## src/rtl/bnk_add_pkg.sv

```systemverilog
// Package bnk_add_pkg
// Shared types and constants for the banked byte add unit.
// Assumes an 8-bit data path and a 16-bit instruction word.
package bnk_add_pkg;

    localparam int DW     = 8;
    localparam int IW     = 16;
    localparam int FLAG_W = 5;

    // Bit positions inside the flag vector
    localparam int FL_C  = 0;
    localparam int FL_DC = 1;
    localparam int FL_Z  = 2;
    localparam int FL_OV = 3;
    localparam int FL_N  = 4;

    typedef enum logic [1:0] {
        PH_DEC  = 2'd0,
        PH_RD   = 2'd1,
        PH_PROC = 2'd2,
        PH_WR   = 2'd3
    } phase_t;

    typedef enum logic [1:0] {
        OPK_IDLE = 2'd0,
        OPK_LIT  = 2'd1,
        OPK_REG  = 2'd2,
        OPK_BAD  = 2'd3
    } opk_t;

    typedef struct packed {
        opk_t          kind;
        logic          dest_f;
        logic          banked;
        logic [DW-1:0] operand;
    } dec_t;

endpackage

```

## src/rtl/bnk_add_decode.sv

```systemverilog
// Module bnk_add_decode
// Sorts an instruction word into literal add, register add or
// unsupported, and splits out the destination bit, the bank bit and
// the 8-bit operand field. Purely combinational.
module bnk_add_decode
    import bnk_add_pkg::*;
(
    input  logic [IW-1:0] instr,
    output dec_t          dec
);

    localparam logic [7:0] LIT_OPC = 8'h0F;
    localparam logic [5:0] REG_OPC = 6'b001001;

    // Classify the opcode and extract the fields
    always_comb begin
        dec.operand = instr[DW-1:0];
        dec.banked  = instr[8];
        dec.dest_f  = instr[9];
        if (instr[IW-1:8] == LIT_OPC)
            dec.kind = OPK_LIT;
        else if (instr[IW-1:10] == REG_OPC)
            dec.kind = OPK_REG;
        else
            dec.kind = OPK_BAD;
    end

endmodule

```

## src/rtl/bnk_add_agen.sv

```systemverilog
// Module bnk_add_agen
// Forms the data memory address from the file offset. The three cases
// are bank-select plus offset, the access window split at ACC_SPLIT,
// and index base plus offset in extended mode. Assumes AW > DW.
module bnk_add_agen #(
    parameter int             DW        = 8,
    parameter int             AW        = 12,
    parameter logic [DW-1:0]  ACC_SPLIT = 8'h60
) (
    input  logic [DW-1:0]    f,
    input  logic             banked,
    input  logic             ext_en,
    input  logic [AW-DW-1:0] bsr,
    input  logic [AW-1:0]    idx,
    output logic [AW-1:0]    addr,
    output logic             indexed
);

    localparam int             HW       = AW - DW;
    localparam logic [HW-1:0]  LOW_PAGE = '0;
    localparam logic [HW-1:0]  TOP_PAGE = '1;

    // Choose between the banked, indexed and access window addresses
    always_comb begin
        indexed = !banked && ext_en && (f < ACC_SPLIT);
        if (banked)
            addr = {bsr, f};
        else if (indexed)
            addr = idx + {LOW_PAGE, f};
        else if (f < ACC_SPLIT)
            addr = {LOW_PAGE, f};
        else
            addr = {TOP_PAGE, f};
    end

endmodule

```

## src/rtl/bnk_add_alu.sv

```systemverilog
// Module bnk_add_alu
// Adds two DW-bit operands. Produces the sum plus carry, half carry,
// zero, negative and signed overflow flags. Assumes DW is even.
module bnk_add_alu
    import bnk_add_pkg::*;
#(
    parameter int ADW = 8
) (
    input  logic [ADW-1:0]    a,
    input  logic [ADW-1:0]    b,
    output logic [ADW-1:0]    res,
    output logic [FLAG_W-1:0] flags
);

    localparam int NW = ADW / 2;

    logic [ADW:0] full;
    logic [NW:0]  low;

    // Full-width and low-half sums
    always_comb begin
        full = {1'b0, a} + {1'b0, b};
        low  = {1'b0, a[NW-1:0]} + {1'b0, b[NW-1:0]};
    end

    // Result and flag derivation
    always_comb begin
        res          = full[ADW-1:0];
        flags[FL_C]  = full[ADW];
        flags[FL_DC] = low[NW];
        flags[FL_Z]  = ~|full[ADW-1:0];
        flags[FL_N]  = full[ADW-1];
        flags[FL_OV] = (a[ADW-1] == b[ADW-1]) && (full[ADW-1] != a[ADW-1]);
    end

endmodule

```

## src/rtl/bnk_add_unit.sv

```systemverilog
// Module bnk_add_unit
// Four-phase execution unit for the literal add and register add.
// Phase 0 samples the instruction inputs, phase 1 reads memory,
// phase 2 forms the sum and flags, and phase 3 issues the write strobes.
// Assumes a synchronous memory that returns data one cycle after mem_re.
module bnk_add_unit
    import bnk_add_pkg::*;
#(
    parameter int AW = 12
) (
    input  logic              clk,
    input  logic              rst_n,
    input  logic [IW-1:0]     instr,
    input  logic [DW-1:0]     w_in,
    input  logic [AW-DW-1:0]  bsr,
    input  logic              ext_en,
    input  logic [AW-1:0]     idx_base,
    input  logic [DW-1:0]     mem_rdata,
    output logic [1:0]        phase,
    output logic [AW-1:0]     mem_addr,
    output logic              mem_re,
    output logic              mem_we,
    output logic [DW-1:0]     mem_wdata,
    output logic [DW-1:0]     w_out,
    output logic              w_we,
    output logic [FLAG_W-1:0] flags_out,
    output logic              flags_we,
    output logic              unsupported
);

    localparam int BW = AW - DW;

    phase_t            phase_q;
    dec_t              dec_now;
    dec_t              dec_q;
    logic [DW-1:0]     w_lat;
    logic [BW-1:0]     bsr_q;
    logic              ext_q;
    logic [AW-1:0]     idx_q;
    logic [DW-1:0]     b_opnd;
    logic [DW-1:0]     alu_res;
    logic [FLAG_W-1:0] alu_flags;
    logic [DW-1:0]     res_q;
    logic [FLAG_W-1:0] flg_pend;
    logic [DW-1:0]     w_out_q;
    logic [FLAG_W-1:0] flags_q;
    logic              is_add;
    logic              indexed;

    bnk_add_decode u_decode (
        .instr (instr),
        .dec   (dec_now)
    );

    bnk_add_agen #(
        .DW        (DW),
        .AW        (AW),
        .ACC_SPLIT (8'h60)
    ) u_agen (
        .f       (dec_q.operand),
        .banked  (dec_q.banked),
        .ext_en  (ext_q),
        .bsr     (bsr_q),
        .idx     (idx_q),
        .addr    (mem_addr),
        .indexed (indexed)
    );

    // Second addend: the memory byte for the register add, else the literal
    always_comb b_opnd = (dec_q.kind == OPK_REG) ? mem_rdata : dec_q.operand;

    bnk_add_alu #(
        .ADW (DW)
    ) u_alu (
        .a     (w_lat),
        .b     (b_opnd),
        .res   (alu_res),
        .flags (alu_flags)
    );

    // Free-running phase counter
    always_ff @(posedge clk) begin
        if (!rst_n) phase_q <= PH_DEC;
        else        phase_q <= phase_t'(phase_q + 2'd1);
    end

    // Sample instruction and context inputs at the end of decode
    always_ff @(posedge clk) begin
        if (!rst_n) begin
            dec_q <= '0;
            w_lat <= '0;
            bsr_q <= '0;
            ext_q <= 1'b0;
            idx_q <= '0;
        end else if (phase_q == PH_DEC) begin
            dec_q <= dec_now;
            w_lat <= w_in;
            bsr_q <= bsr;
            ext_q <= ext_en;
            idx_q <= idx_base;
        end
    end

    // Hold the sum and flags formed in the process phase
    always_ff @(posedge clk) begin
        if (!rst_n) begin
            res_q    <= '0;
            flg_pend <= '0;
        end else if (phase_q == PH_PROC) begin
            res_q    <= alu_res;
            flg_pend <= alu_flags;
        end
    end

    // Architectural W and flag registers, updated at the end of write
    always_ff @(posedge clk) begin
        if (!rst_n) begin
            w_out_q <= '0;
            flags_q <= '0;
        end else begin
            if (w_we)     w_out_q <= res_q;
            if (flags_we) flags_q <= flg_pend;
        end
    end

    // Strobes and status outputs
    always_comb begin
        is_add      = (dec_q.kind == OPK_LIT) || (dec_q.kind == OPK_REG);
        phase       = phase_q;
        mem_re      = (phase_q == PH_RD) && (dec_q.kind == OPK_REG);
        mem_we      = (phase_q == PH_WR) && (dec_q.kind == OPK_REG) && dec_q.dest_f;
        w_we        = (phase_q == PH_WR) &&
                      ((dec_q.kind == OPK_LIT) || ((dec_q.kind == OPK_REG) && !dec_q.dest_f));
        flags_we    = (phase_q == PH_WR) && is_add;
        unsupported = (dec_q.kind == OPK_BAD) && (phase_q != PH_DEC);
        mem_wdata   = res_q;
        w_out       = w_out_q;
        flags_out   = flags_q;
    end

    // Write strobes are confined to the write phase
    assert_strobe_phase_R10: assert property (@(posedge clk) disable iff (!rst_n)
        (mem_we || w_we || flags_we) |-> (phase == 2'd3));

    // W and flags hold when not strobed
    assert_wout_hold_R10: assert property (@(posedge clk) disable iff (!rst_n)
        !w_we |=> $stable(w_out));
    assert_flags_hold_R10: assert property (@(posedge clk) disable iff (!rst_n)
        !flags_we |=> $stable(flags_out));

    // Exactly one destination per register add
    assert_dest_excl_R5: assert property (@(posedge clk) disable iff (!rst_n)
        !(mem_we && w_we));

    // Phase ordering wraps from write back to decode
    assert_phase_wrap_R2: assert property (@(posedge clk) disable iff (!rst_n)
        (phase == 2'd3) |=> (phase == 2'd0));
    assert_read_phase_R2: assert property (@(posedge clk) disable iff (!rst_n)
        mem_re |-> (phase == 2'd1));

    // Unsupported words cause no side effects
    assert_bad_quiet_R11: assert property (@(posedge clk) disable iff (!rst_n)
        unsupported |-> !(mem_we || w_we || flags_we || mem_re));

    // Access-window reads land on the low page or the top page
    assert_access_page_R7: assert property (@(posedge clk) disable iff (!rst_n)
        (mem_re && !dec_q.banked && !indexed) |->
            ((mem_addr[AW-1:DW] == '0) || (mem_addr[AW-1:DW] == '1)));

endmodule

```

## config.mk

```make
export PLATFORM = sky130hd
export DESIGN_NAME = bnk_add_unit
export DESIGN_NICKNAME = d
export VERILOG_FILES = /design/src/rtl/bnk_add_pkg.sv /design/src/rtl/bnk_add_decode.sv /design/src/rtl/bnk_add_agen.sv /design/src/rtl/bnk_add_alu.sv /design/src/rtl/bnk_add_unit.sv
export SDC_FILE = /design/constraint.sdc
export NUM_CORES = 1
export LEC_CHECK = 0
export CAP_MARGIN = 20
export CORE_AREA = 4 4 106 108
export DETAILED_ROUTE_END_ITERATION = 10
export DIE_AREA = 0 0 110 112
export DONT_BUFFER_PORTS = 1
export PLACE_DENSITY = 0.58
export SYNTH_ARGS = -nofsm -noshare
export SYNTH_HDL_FRONTEND = slang
export SYNTH_SLANG_ARGS = --single-unit
```

## constraint.sdc

```tcl
create_clock -name clk -period 7.7 [get_ports clk]
set_input_delay 1.54 -clock clk [delete_from_list [all_inputs] [get_ports clk]]
set_output_delay 1.54 -clock clk [all_outputs]
set_load 0.005 [all_outputs]
```

==> run_summary.xml, run 1 <==
<?xml version="1.0" encoding="UTF-8"?>
<metrics>
  <group name="worst_setup_path">
    <metric name="cp_cell_sequence" unit="">ha_1, inv_1, fa_1, nor2b_1, o21ai_1, a21oi_1, o31ai_1, mux2i_1, nand4_1</metric>
    <metric name="crit_path_end_kind" unit="">output pin</metric>
    <metric name="critPathRequiredTime" unit="ns">6.16</metric>
    <metric name="critical_path.max_fanout" unit="">4</metric>
    <metric name="critical_path.startpoint_type" unit="">flop</metric>
    <metric name="type_of_the_worst_setup_path" unit="">flop to output pin</metric>
    <metric name="rr_startpoint" unit="">dec_q[10]$_SDFFE_PN0N_</metric>
    <metric name="setup.worst_path.start" unit="">dec_q[0]$_SDFFE_PN0N_</metric>
    <metric name="worst_path_largest_cell_delay" unit="ns">0.47</metric>
    <metric name="critPathBufInv" unit="">1</metric>
    <metric name="cpMaxStageDelayCell" unit="">o31ai_1</metric>
    <metric name="critical_path_arrival" unit="ns">2.40</metric>
    <metric name="critical-path-top-delay-family" unit="">compound AO/OA/AOI/OAI gates</metric>
  </group>
  <group name="floorplanning">
    <metric name="design.die.area" unit="um^2">12300</metric>
    <metric name="start_util" unit="%">34.5</metric>
    <metric name="chipWidth" unit="um">110</metric>
    <metric name="num_io_pins" unit="">91</metric>
    <metric name="core" unit="um^2">10200</metric>
    <metric name="die_h" unit="um">112</metric>
    <metric name="std_cell_rows" unit="">37</metric>
  </group>
  <group name="sta">
    <metric name="timing.final.crit_share" unit="%">51.2</metric>
    <metric name="timing_max_transition_violations_final" unit="">0</metric>
    <metric name="grt_setup_unrepaired" unit="">false</metric>
    <metric name="hold_viol" unit="">0</metric>
    <metric name="finClkSkew" unit="ns">0.0100</metric>
    <metric name="worst_slack" unit="ns">3.76</metric>
    <metric name="slew-limit-headroom" unit="%">50.4</metric>
    <metric name="setup_viol_count_final" unit="">0</metric>
    <metric name="hold_slack" unit="ns">0.483</metric>
    <metric name="period_minus_slack" unit="ns">3.94</metric>
    <metric name="achievable-frequency" unit="MHz">254</metric>
    <metric name="fin_tns_setup" unit="ns">0</metric>
    <metric name="worstMarginPinSlew" unit="ns">0.744</metric>
  </group>
  <group name="layout">
    <metric name="layout-drive-gt1-share" unit="%">7.82</metric>
    <metric name="filler_cell_count" unit="">1051</metric>
    <metric name="antenna_cells_inserted" unit="">0</metric>
    <metric name="layout-area-overhead-vs-synth" unit="%">7.95</metric>
    <metric name="layout_commonest_cell" unit="">dfxtp_1</metric>
    <metric name="layout_common_cells" unit="">dfxtp_1 (64), nor2b_1 (55), mux2i_1 (47)</metric>
    <metric name="layout.core_utilization" unit="%">37.2</metric>
    <metric name="number_of_standard_cells_in_the_layout_taps_in_and_fillers_out" unit="">507</metric>
    <metric name="final_net_count" unit="">443</metric>
  </group>
  <group name="yosys">
    <metric name="post_synth_num_cell_types" unit="">51</metric>
    <metric name="ys.flop_type" unit="">dfxtp_1</metric>
    <metric name="sequential_area_share_after_synthesis" unit="%">36.3</metric>
    <metric name="ys_ff_latch" unit="">64</metric>
    <metric name="synthesis.instances" unit="">372</metric>
    <metric name="async_flop_share" unit="%">0</metric>
    <metric name="ys_warn_count" unit="">0</metric>
    <metric name="synth_fp_nets" unit="">449</metric>
    <metric name="number_of_flops_mapped_to_enable_cells_by_yosys" unit="">0</metric>
    <metric name="post_synth.cell_area_avg" unit="um^2">9.48</metric>
    <metric name="mappedNetlistArea" unit="um^2">3530</metric>
  </group>
  <group name="grt">
    <metric name="first_global_vias" unit="">2422</metric>
    <metric name="grt_pass1_wl" unit="mm">12.6</metric>
    <metric name="gr-total-overflow" unit="">0</metric>
    <metric name="largest_net_degree_at_the_start_of_global_routing" unit="">66</metric>
    <metric name="antenna_found_initial" unit="">0</metric>
    <metric name="tot_gr_track_use" unit="%">13.1</metric>
  </group>
  <group name="cts">
    <metric name="cts_inserted_buffers" unit="">9</metric>
    <metric name="clock_tree.root_cell" unit="">clkbuf_8</metric>
    <metric name="cts_resized" unit="">0</metric>
    <metric name="hold_buffers" unit="">0</metric>
    <metric name="post-cts-setup-buffers" unit="">0</metric>
    <metric name="clock-sinks" unit="">64</metric>
    <metric name="h_tree_levels" unit="">3</metric>
    <metric name="clock_tree_from_tritoncts" unit="">built</metric>
    <metric name="clock_insertion_delay_worst_skew" unit="ns">0.34</metric>
    <metric name="clk_pin_slew_worst_paths" unit="ns">0.08</metric>
    <metric name="clockBufferDepth" unit="">2</metric>
  </group>
  <group name="route">
    <metric name="route.vias.total" unit="">2488</metric>
    <metric name="via_per_inst" unit="">4.91</metric>
    <metric name="finalWirelength" unit="mm">8.04</metric>
    <metric name="post_route_drc_violation_count" unit="">0</metric>
    <metric name="detailed_routing_iteration_count_for_the_pre_antenna_repair_pass" unit="">4</metric>
    <metric name="first_iter_violations" unit="">76</metric>
    <metric name="drt-wirelength-per-cell" unit="um">15.9</metric>
    <metric name="drtAntennaViolNets" unit="">0</metric>
  </group>
  <group name="placed_design">
    <metric name="placement.setup.worst_slack" unit="ns">4.11</metric>
    <metric name="numPlacedInstances" unit="">491</metric>
    <metric name="dpl.hpwl" unit="mm">5.98</metric>
    <metric name="gp_routability_congestion" unit="">0.801</metric>
    <metric name="io_buf_count" unit="">0</metric>
  </group>
  <group name="min_path">
    <metric name="min_path_type" unit="">flop to flop</metric>
    <metric name="hold_start" unit="">flg_pend[1]$_SDFFE_PN0N_</metric>
  </group>
  <group name="power_and_ir_drop">
    <metric name="powerDensity" unit="nW/um^2">212</metric>
    <metric name="total_leakage_power" unit="uW">0.00155</metric>
    <metric name="vdd_drop_max" unit="mV">0.0954</metric>
  </group>
  <group name="outcome">
    <metric name="outcome" unit="">finished, final reports clean</metric>
  </group>
  <group name="flow_run">
    <metric name="max_cap_violations" unit="">0</metric>
  </group>
</metrics>
cells in the mapped netlist (2+ instances only):
cell type  count  area share, %
a211oi_1       2           0.43
a21boi_0       8            1.7
a21o_1         3           0.64
a21oi_1       10            1.4
a31oi_1        3           0.53
and2_1         3           0.53
buf_2          4           0.57
buf_4          2           0.43
clkbuf_1      11            1.2
dfxtp_1       64             36
fa_1           2            1.1
ha_1          24            8.5
inv_1         12            1.3
mux2_2         8            2.6
mux2i_1       47             13
nand2_1       33            3.5
nand2b_1       3           0.53
nand3_1        2           0.28
nand4_1        2           0.35
nor2_1         6           0.64
nor2b_1       55            9.8
nor3_1         2           0.28
nor3b_1        3           0.64
o211a_1        3           0.85
o211ai_1       2           0.43
o21ai_0       15            2.1
o21ai_1        2           0.28
o21bai_1       3           0.64
o22ai_1        3           0.53
xnor2_1        8            2.0
xor2_1         7            1.7
final timing paths:
check | end | slack [ns] | cells past startpoint
worst max-delay path | mem_addr[10] | 3.76 | 9
worst min-delay path | flg_pend[1]$_SDFFE_PN0N_ | 0.48 | 1
worst max register to register | flg_pend[2]$_SDFFE_PN0N_ | 4.70 | 11
worst min register to register | flg_pend[1]$_SDFFE_PN0N_ | 0.48 | 1
routing by layer:
layer  GRT usage, %  part of all wire, %  up-vias
li1               -                    -     1275
met2           20.3                   45       68
met3           5.80                  8.3        7
met1           16.3                   45     1138
met4           3.66                  1.0        0
met5              0                    0        -
flip-flops by register name, indices dropped and copies added, names as in the netlist:
register	flops
phase	2
dec_q	12
bsr_q	4
w_lat	8
ext_q	1
flg_pend	4
idx_q	12
w_out	8
mem_wdata	8
flags_out	5
stage by stage:
stage               instance area [um^2]  total power, uW
global placement                    3630              536
detailed placement                  3630              541
finish                              3810              808
global route                        3810              859
CTS                                 3810              825
floorplan                           3530              512
power by group:
| part | total, uW | internal, uW | switching [uW] |
|---|---|---|---|
| combinational | 156 | 74.3 | 81.7 |
| sequential | 375 | 354 | 21.9 |
| clock | 277 | 148 | 128 |
final cells by class:
class / instances / area, um^2 / area share (%)
Multi-Input combinational cell: 277 / 2120 / 55.7
Sequential cell: 64 / 1280 / 33.7
Tap cell: 136 / 170 / 4.47
Clock buffer: 12 / 135 / 3.55
Inverter: 13 / 48.8 / 1.28
Clock inverter: 4 / 45.0 / 1.18
Timing Repair Buffer: 1 / 7.51 / 0.197
logic make-up after synthesis:
family | after synthesis | share of synthesized area [%]
multiplexers | 55 | 15.9
XOR/XNOR | 15 | 3.73
AO/OA/AOI/OAI | 64 | 12.5
adder cells (fa/ha/maj) | 26 | 9.65
buffers and inverters | 31 | 3.65
AND/OR/NAND/NOR | 117 | 18.2
flip-flops | 64 | 36.3
(Power assumes the default switching activity.)
==> run 2, diff against run 1 <==
--- a/config.mk
+++ b/config.mk
@@ -5,6 +5,7 @@
 export SDC_FILE = /design/constraint.sdc
 export NUM_CORES = 1
 export LEC_CHECK = 0
+export ABC_AREA = 1
 export CAP_MARGIN = 20
 export CORE_AREA = 4 4 106 108
 export DETAILED_ROUTE_END_ITERATION = 10
==> constraint.sdc (replaced) <==
create_clock -name clk -period 3.8 [get_ports clk]
set_input_delay 0.76 -clock clk [delete_from_list [all_inputs] [get_ports clk]]
set_output_delay 0.76 -clock clk [all_outputs]
set_load 0.005 [all_outputs]
==> run 2 against run 1 <==
Via count up 26%. Clock skew up 0.00093 ns. Cell count up 28%. Register-to-register slack worse by 3.4 ns. Critical endpoint is now mem_addr[6]. Largest power group unchanged.
==> run_summary.xml, run 2 <==
<?xml version="1.0" encoding="UTF-8"?>
<metrics>
  <group name="sta">
    <metric name="achievable-frequency" unit="MHz">358</metric>
    <metric name="timing.final.crit_share" unit="%">73.5</metric>
    <metric name="worstMarginPinSlew" unit="ns">0.575</metric>
    <metric name="setup_viol_count_final" unit="">0</metric>
    <metric name="timing_max_transition_violations_final" unit="">0</metric>
    <metric name="grt_setup_unrepaired" unit="">false</metric>
    <metric name="fin_tns_setup" unit="ns">0</metric>
    <metric name="finClkSkew" unit="ns">0.0109</metric>
    <metric name="hold_viol" unit="">0</metric>
    <metric name="slew-limit-headroom" unit="%">61.7</metric>
    <metric name="period_minus_slack" unit="ns">2.79</metric>
  </group>
  <group name="cts">
    <metric name="post-cts-setup-buffers" unit="">0</metric>
    <metric name="h_tree_levels" unit="">3</metric>
    <metric name="hold_buffers" unit="">0</metric>
    <metric name="cts_resized" unit="">0</metric>
    <metric name="clock_tree.root_cell" unit="">clkbuf_8</metric>
    <metric name="clock_insertion_delay_worst_skew" unit="ns">0.34</metric>
    <metric name="clockBufferDepth" unit="">2</metric>
    <metric name="clock_tree_from_tritoncts" unit="">built</metric>
    <metric name="clk_pin_slew_worst_paths" unit="ns">0.07</metric>
    <metric name="clock-sinks" unit="">64</metric>
    <metric name="cts_inserted_buffers" unit="">9</metric>
  </group>
  <group name="min_path">
    <metric name="worstHoldPathCells" unit="">2</metric>
    <metric name="hold_start" unit="">flg_pend[3]$_SDFFE_PN0N_</metric>
    <metric name="timing.hold.worst_endpoint" unit="">flg_pend[3]$_SDFFE_PN0N_</metric>
    <metric name="min_path_type" unit="">flop to flop</metric>
  </group>
  <group name="power_and_ir_drop">
    <metric name="p_int" unit="uW">1300</metric>
    <metric name="p_seq_share" unit="%">40.9</metric>
    <metric name="vdd_drop_max" unit="mV">0.178</metric>
    <metric name="power_frac_comb" unit="%">20.9</metric>
    <metric name="powerDensity" unit="nW/um^2">494</metric>
    <metric name="switching_power" unit="uW">605</metric>
    <metric name="switching_share" unit="%">31.7</metric>
    <metric name="clockPowerShare" unit="%">38.2</metric>
    <metric name="total_leakage_power" unit="uW">0.00185</metric>
  </group>
  <group name="route">
    <metric name="detailed_routing_iteration_count_for_the_pre_antenna_repair_pass" unit="">4</metric>
    <metric name="drt-wirelength-per-cell" unit="um">14.5</metric>
    <metric name="post_route_drc_violation_count" unit="">0</metric>
    <metric name="route.vias.total" unit="">3134</metric>
    <metric name="drtAntennaViolNets" unit="">0</metric>
    <metric name="via_per_inst" unit="">4.82</metric>
    <metric name="finalWirelength" unit="mm">9.45</metric>
    <metric name="first_iter_violations" unit="">159</metric>
  </group>
  <group name="grt">
    <metric name="gr-total-overflow" unit="">0</metric>
    <metric name="largest_net_degree_at_the_start_of_global_routing" unit="">59</metric>
    <metric name="tot_gr_track_use" unit="%">15.6</metric>
    <metric name="antenna_found_initial" unit="">0</metric>
    <metric name="first_global_vias" unit="">3007</metric>
    <metric name="grt_pass1_wl" unit="mm">15.0</metric>
  </group>
  <group name="floorplanning">
    <metric name="die_h" unit="um">112</metric>
    <metric name="start_util" unit="%">34.4</metric>
    <metric name="num_io_pins" unit="">91</metric>
    <metric name="std_cell_rows" unit="">37</metric>
    <metric name="design.die.area" unit="um^2">12300</metric>
    <metric name="chipWidth" unit="um">110</metric>
    <metric name="core" unit="um^2">10200</metric>
  </group>
  <group name="outcome">
    <metric name="outcome" unit="">finished, final reports clean</metric>
  </group>
  <group name="layout">
    <metric name="filler_cell_count" unit="">1097</metric>
    <metric name="layout_common_cells" unit="">nor2_1 (97), nand2_1 (82), o21ai_0 (75)</metric>
    <metric name="layout-area-overhead-vs-synth" unit="%">9.80</metric>
    <metric name="layout-drive-gt1-share" unit="%">6.61</metric>
    <metric name="antenna_cells_inserted" unit="">0</metric>
    <metric name="number_of_standard_cells_in_the_layout_taps_in_and_fillers_out" unit="">650</metric>
    <metric name="final_net_count" unit="">586</metric>
    <metric name="layout_commonest_cell" unit="">nor2_1</metric>
    <metric name="biggestRegsByFlops" unit="">dec_q: 12 flops, idx_q: 12 flops</metric>
  </group>
  <group name="worst_setup_path">
    <metric name="critical_path_arrival" unit="ns">2.03</metric>
    <metric name="reg2reg_depth" unit="">12</metric>
    <metric name="critPathBufInv" unit="">1</metric>
    <metric name="worst_path_largest_cell_delay" unit="ns">0.51</metric>
    <metric name="crit-reg2reg-capture" unit="">flg_pend[2]$_SDFFE_PN0N_</metric>
    <metric name="cp_cell_sequence" unit="">inv_1, fa_1, o21ai_2, a21oi_2, or2_0, a31oi_1</metric>
    <metric name="crit_path_end_kind" unit="">output pin</metric>
    <metric name="critPathRequiredTime" unit="ns">3.04</metric>
    <metric name="timing.reg2reg.setup_slack" unit="ns">1.28</metric>
    <metric name="type_of_the_worst_setup_path" unit="">flop to output pin</metric>
    <metric name="critical_path.max_fanout" unit="">3</metric>
    <metric name="critical_path.startpoint_type" unit="">flop</metric>
    <metric name="critical-path-top-delay-family" unit="">adder cells</metric>
    <metric name="rr_startpoint" unit="">dec_q[10]$_SDFFE_PN0N_</metric>
    <metric name="cpMaxStageDelayCell" unit="">fa_1</metric>
  </group>
  <group name="placed_design">
    <metric name="io_buf_count" unit="">0</metric>
    <metric name="numPlacedInstances" unit="">634</metric>
    <metric name="dpl.hpwl" unit="mm">7.23</metric>
    <metric name="gp_routability_congestion" unit="">0.898</metric>
  </group>
  <group name="yosys">
    <metric name="synth_top_area_cell" unit="">dfxtp_1</metric>
    <metric name="ys.flop_type" unit="">dfxtp_1</metric>
    <metric name="synth_most_common_cell" unit="">nor2_1</metric>
    <metric name="ys_ff_latch" unit="">64</metric>
    <metric name="sequential_area_share_after_synthesis" unit="%">36.4</metric>
    <metric name="post_synth_num_cell_types" unit="">33</metric>
    <metric name="mappedNetlistArea" unit="um^2">3520</metric>
    <metric name="synthesis.instances" unit="">515</metric>
    <metric name="synth.top_cells.by_area" unit="">dfxtp_1 (36%), o21ai_0 (11%), nor2_1 (10%)</metric>
    <metric name="synthDominantCellAreaShare" unit="%">36.4</metric>
    <metric name="async_flop_share" unit="%">0</metric>
    <metric name="ys_warn_count" unit="">0</metric>
    <metric name="synth_fp_nets" unit="">592</metric>
    <metric name="post_synth.cell_area_avg" unit="um^2">6.84</metric>
    <metric name="ys_top_cells_by_count" unit="">nor2_1 (97), nand2_1 (82), o21ai_0 (75)</metric>
    <metric name="number_of_flops_mapped_to_enable_cells_by_yosys" unit="">0</metric>
  </group>
  <group name="flow_run">
    <metric name="max_cap_violations" unit="">0</metric>
  </group>
</metrics>
-- run 2: cell types whose count changed after synthesis, moves of 8 or more --
cell and delta:
inv_1 +49, mux2_2 -8, nand2_1 +49, a21boi_0 -8, o21ai_0 +60, nand3_1 +17
a21oi_1 +19, nor2b_1 -55, nor2_1 +91, mux2i_1 -47
-- run 2: how the worst max path moves through the flow --
stage	from	end	slack, ns	cells after the start
after floorplan	dec_q[0]$_SDFFE_PN0N_	mem_addr[6]	1.50	7
after global placement	dec_q[10]$_SDFFE_PN0N_	flg_pend[2]$_SDFFE_PN0N_	1.34	12
after detailed placement	dec_q[10]$_SDFFE_PN0N_	flg_pend[2]$_SDFFE_PN0N_	1.24	12
after CTS	idx_q[0]$_SDFFE_PN0N_	mem_addr[6]	0.98	7
after global routing	idx_q[0]$_SDFFE_PN0N_	mem_addr[8]	0.81	9
final	dec_q[1]$_SDFFE_PN0N_	mem_addr[6]	1.01	6
-- run 2: logic make-up after synthesis --
| family | synth area share [%] |
|---|---|
| AO/OA/AOI/OAI | 17.9 |
| XOR/XNOR | 0.746 |
| AND/OR/NAND/NOR | 26.1 |
| buffers and inverters | 9.20 |
| adder cells (fa/ha/maj) | 9.66 |
| flip-flops | 36.4 |
-- run 2: power groups by stage --
| stage | registers (uW) | clock network, uW | logic [uW] |
|---|---|---|---|
| finish | 781 | 729 | 399 |
| detailed placement | 797 | 0 | 397 |
| global route | 790 | 776 | 463 |
| global placement | 796 | 0 | 393 |
| floorplan | 780 | 0 | 323 |
| CTS | 782 | 744 | 400 |
-- run 2: worst reg2reg max path, cell delays in order (launching register included) --
cell and delay, ns:
dfxtp_1 0.34, inv_1 0.08, ha_1 0.48, o21ai_0 0.18
ha_1 0.26, fa_1 0.44, nand3_1 0.13, nand3_1 0.10
nand2_1 0.09, nand3_1 0.07, nor2_1 0.09, nand4_1 0.09
a21oi_1 0.12
-- run 2: metrics by stage --
step           total power, uW  cell area [um^2]  hold WS, ns  util (%)  worst slack [ns]
6_report                  1910              3870        0.476      37.8              1.01
4_1_cts                   1930              3870        0.476      37.8             0.983
3_5_place_dp              1190              3620        0.466      35.4              1.24
5_1_grt                   2030              3870        0.509      37.8             0.809
2_1_floorplan             1100              3520        0.445         -              1.50
3_3_place_gp              1190              3620        0.464      35.4              1.34
-- run 2: per-layer routing --
metal  global-route usage (%)  routed length, um  part of all wire, %
met1                     19.5               4260                   45
met2                     25.3               4410                   47
met3                     5.74                677                  7.2
met4                     3.74                 95                  1.0
met5                        0                  0                    0
-- run 2: area by class of cell --
| cell class | instances | area (um^2) | area share, % |
|---|---|---|---|
| Multi-Input combinational cell | 368 | 1920 | 49.6 |
| Sequential cell | 64 | 1280 | 33.1 |
| Inverter | 64 | 240 | 6.21 |
| Tap cell | 136 | 170 | 4.40 |
| Clock buffer | 9 | 124 | 3.20 |
| Clock inverter | 7 | 120 | 3.11 |
| Timing Repair Buffer | 2 | 15.0 | 0.388 |
==> run 3, diff against run 2 <==
==> constraint.sdc (replaced) <==
create_clock -name clk -period 2.6 [get_ports clk]
set_input_delay 0.52 -clock clk [delete_from_list [all_inputs] [get_ports clk]]
set_output_delay 0.52 -clock clk [all_outputs]
set_load 0.005 [all_outputs]
==> run 3 against run 2 <==
Design area grew 0.42%. Count of clock-buffer cells in the layout is 1 higher. Sequential share of layout area decreased by 0.074 points. Critical path type unchanged. Clock skew shrank 0.00088 ns. Combinational power increased by 52%. Setup slack lost 0.91 ns. Power rose by 33%. Register-to-register slack worse by 0.99 ns. Die area did not move. Critical path depth up 1. Sequential power grew 46%. Cell count up 0.62%.
==> run_summary.xml, run 3 (same netlist as run 2, synthesis figures left out) <==
<?xml version="1.0" encoding="UTF-8"?>
<metrics>
  <group name="grt">
    <metric name="first_global_vias" unit="">3131</metric>
    <metric name="tot_gr_track_use" unit="%">16.0</metric>
    <metric name="antenna_found_initial" unit="">0</metric>
    <metric name="gr-total-overflow" unit="">0</metric>
    <metric name="largest_net_degree_at_the_start_of_global_routing" unit="">59</metric>
    <metric name="grt_pass1_wl" unit="mm">15.2</metric>
  </group>
  <group name="worst_setup_path">
    <metric name="critical_path.max_fanout" unit="">3</metric>
    <metric name="crit_path_end_kind" unit="">output pin</metric>
    <metric name="type_of_the_worst_setup_path" unit="">flop to output pin</metric>
    <metric name="critPathRequiredTime" unit="ns">2.08</metric>
    <metric name="critical_path.startpoint_type" unit="">flop</metric>
    <metric name="critical_path_arrival" unit="ns">1.98</metric>
    <metric name="rr_startpoint" unit="">dec_q[10]$_SDFFE_PN0N_</metric>
    <metric name="setup.worst_path.start" unit="">dec_q[0]$_SDFFE_PN0N_</metric>
  </group>
  <group name="sta">
    <metric name="achievable-frequency" unit="MHz">400</metric>
    <metric name="fin_tns_setup" unit="ns">0</metric>
    <metric name="setup_viol_count_final" unit="">0</metric>
    <metric name="hold_viol" unit="">0</metric>
    <metric name="slew-limit-headroom" unit="%">62.6</metric>
    <metric name="worstMarginPinSlew" unit="ns">0.561</metric>
    <metric name="timing.final.crit_share" unit="%">96.2</metric>
    <metric name="period_minus_slack" unit="ns">2.50</metric>
    <metric name="timing_max_transition_violations_final" unit="">0</metric>
    <metric name="finClkSkew" unit="ns">0.0100</metric>
  </group>
  <group name="route">
    <metric name="drtAntennaViolNets" unit="">0</metric>
    <metric name="via_per_inst" unit="">4.88</metric>
    <metric name="route.vias.total" unit="">3189</metric>
    <metric name="met3RoutedLength" unit="um">800</metric>
    <metric name="post_route_drc_violation_count" unit="">0</metric>
    <metric name="detailroute.wirelength.met2" unit="mm">4.43</metric>
    <metric name="first_iter_violations" unit="">182</metric>
    <metric name="drt-wirelength-per-cell" unit="um">14.3</metric>
    <metric name="routed.top_layer" unit="">met4</metric>
    <metric name="detailed_routing_iteration_count_for_the_pre_antenna_repair_pass" unit="">4</metric>
    <metric name="routedLengthMet1" unit="mm">3.97</metric>
    <metric name="finalWirelength" unit="mm">9.38</metric>
  </group>
  <group name="cts">
    <metric name="hold_buffers" unit="">0</metric>
    <metric name="clock_tree_from_tritoncts" unit="">built</metric>
    <metric name="clock_tree.root_cell" unit="">clkbuf_8</metric>
    <metric name="clock_insertion_delay_worst_skew" unit="ns">0.35</metric>
    <metric name="clock-sinks" unit="">64</metric>
    <metric name="cts_inserted_buffers" unit="">9</metric>
    <metric name="clk_pin_slew_worst_paths" unit="ns">0.08</metric>
    <metric name="clockBufferDepth" unit="">2</metric>
    <metric name="h_tree_levels" unit="">3</metric>
  </group>
  <group name="layout">
    <metric name="layout-area-overhead-vs-synth" unit="%">10.3</metric>
    <metric name="layout_commonest_cell" unit="">nor2_1</metric>
    <metric name="final_net_count" unit="">590</metric>
    <metric name="layout_common_cells" unit="">nor2_1 (97), nand2_1 (81), o21ai_0 (73)</metric>
    <metric name="biggestRegsByFlops" unit="">dec_q: 12 flops, idx_q: 12 flops</metric>
    <metric name="number_of_standard_cells_in_the_layout_taps_in_and_fillers_out" unit="">654</metric>
    <metric name="filler_cell_count" unit="">1128</metric>
    <metric name="layout-drive-gt1-share" unit="%">10.0</metric>
    <metric name="antenna_cells_inserted" unit="">0</metric>
  </group>
  <group name="power_and_ir_drop">
    <metric name="switching_power" unit="uW">885</metric>
    <metric name="p_seq_share" unit="%">45.0</metric>
    <metric name="clockPowerShare" unit="%">31.2</metric>
    <metric name="switching_share" unit="%">34.9</metric>
    <metric name="powerDensity" unit="nW/um^2">654</metric>
    <metric name="p_int" unit="uW">1660</metric>
    <metric name="vdd_drop_max" unit="mV">0.217</metric>
    <metric name="power_frac_comb" unit="%">23.8</metric>
    <metric name="total_leakage_power" unit="uW">0.00184</metric>
  </group>
  <group name="placed_design">
    <metric name="io_buf_count" unit="">0</metric>
    <metric name="gp_routability_congestion" unit="">0.825</metric>
    <metric name="dpl.hpwl" unit="mm">7.15</metric>
    <metric name="numPlacedInstances" unit="">637</metric>
  </group>
  <group name="flow_run">
    <metric name="max_cap_violations" unit="">0</metric>
  </group>
  <group name="min_path">
    <metric name="hold_start" unit="">rst_n</metric>
    <metric name="min_path_type" unit="">input pin to flop</metric>
  </group>
  <group name="floorplanning">
    <metric name="chipWidth" unit="um">110</metric>
    <metric name="die_h" unit="um">112</metric>
    <metric name="num_io_pins" unit="">91</metric>
    <metric name="start_util" unit="%">34.4</metric>
    <metric name="core" unit="um^2">10200</metric>
    <metric name="std_cell_rows" unit="">37</metric>
    <metric name="design.die.area" unit="um^2">12300</metric>
  </group>
  <group name="outcome">
    <metric name="outcome" unit="">finished, final reports clean</metric>
  </group>
</metrics>
-- run 3: changes by cell type in the layout (fill, tap and decap cells not counted), moves of 3 or more --
cell / before / now
buf_4: 2 / 6
ha_1: 24 / 20
ha_2: 0 / 4
bufinv_16: 3 / 0
-- run 3: worst paths after layout --
path                                            endpoint  slack [ns]  cells after the start
worst min-delay path                 phase[1]$_SDFF_PN0_        0.28                      2
worst max-delay path                         mem_addr[6]         0.1                      7
worst max register to register  flg_pend[2]$_SDFFE_PN0N_        0.29                     13
worst min register to register  flg_pend[3]$_SDFFE_PN0N_        0.47                      2
-- run 3: timing repair --
item	CTS	global route
cloned	0	0
pin swaps	1	1
buffers inserted	1	0
setup endpoints to repair	1	10
hold endpoints to repair	0	0
gates resized for setup	0	17
-- run 3: layout make-up --
| type | count | area, um^2 | share of cell area [%] |
|---|---|---|---|
| timing repair buffer | 6 | 45.0 | 1.16 |
| sequential | 64 | 1280 | 33.1 |
| clock buffer | 10 | 138 | 3.54 |
| tap | 136 | 170 | 4.38 |
| clock inverter | 6 | 45.0 | 1.16 |
| inverter | 64 | 240 | 6.19 |
| multi-input combinational | 368 | 1960 | 50.5 |
-- run 3: power by group through the flow --
stage | Combinational, uW | Sequential, uW | Clock [uW]
global route | 711 | 1160 | 867
finish | 605 | 1140 | 793
global placement | 577 | 1160 | 0
floorplan | 472 | 1140 | 0
CTS | 592 | 1140 | 821
detailed placement | 587 | 1160 | 0
-- run 3: routing by layer --
layer  up-vias  track usage [%]
met5         -                0
met2        84             25.0
met1      1438             19.5
met3        13             7.07
met4         0             5.15
li1       1654                -
-- run 3: worst max-delay path: stages, from the launching register on --
cell and delay [ns]:
dfxtp_1 0.34, ha_2 0.18, inv_1 0.05, fa_2 0.38, o21ai_4 0.20, a21oi_2 0.07
or2_0 0.22, a31oi_2 0.17
-- run 3: per-stage QoR --
stage	cell area [um^2]	power, uW	util (%)	hold WS (ns)	worst slack, ns
floorplan	3520	1610	-	0.445	0.311
global placement	3650	1740	35.6	0.462	0.267
detailed placement	3650	1750	35.6	0.463	0.198
CTS	3840	2560	37.5	0.256	0.00173
global route	3880	2730	38.0	0.274	-0.00118
finish	3880	2540	38.0	0.281	0.0978
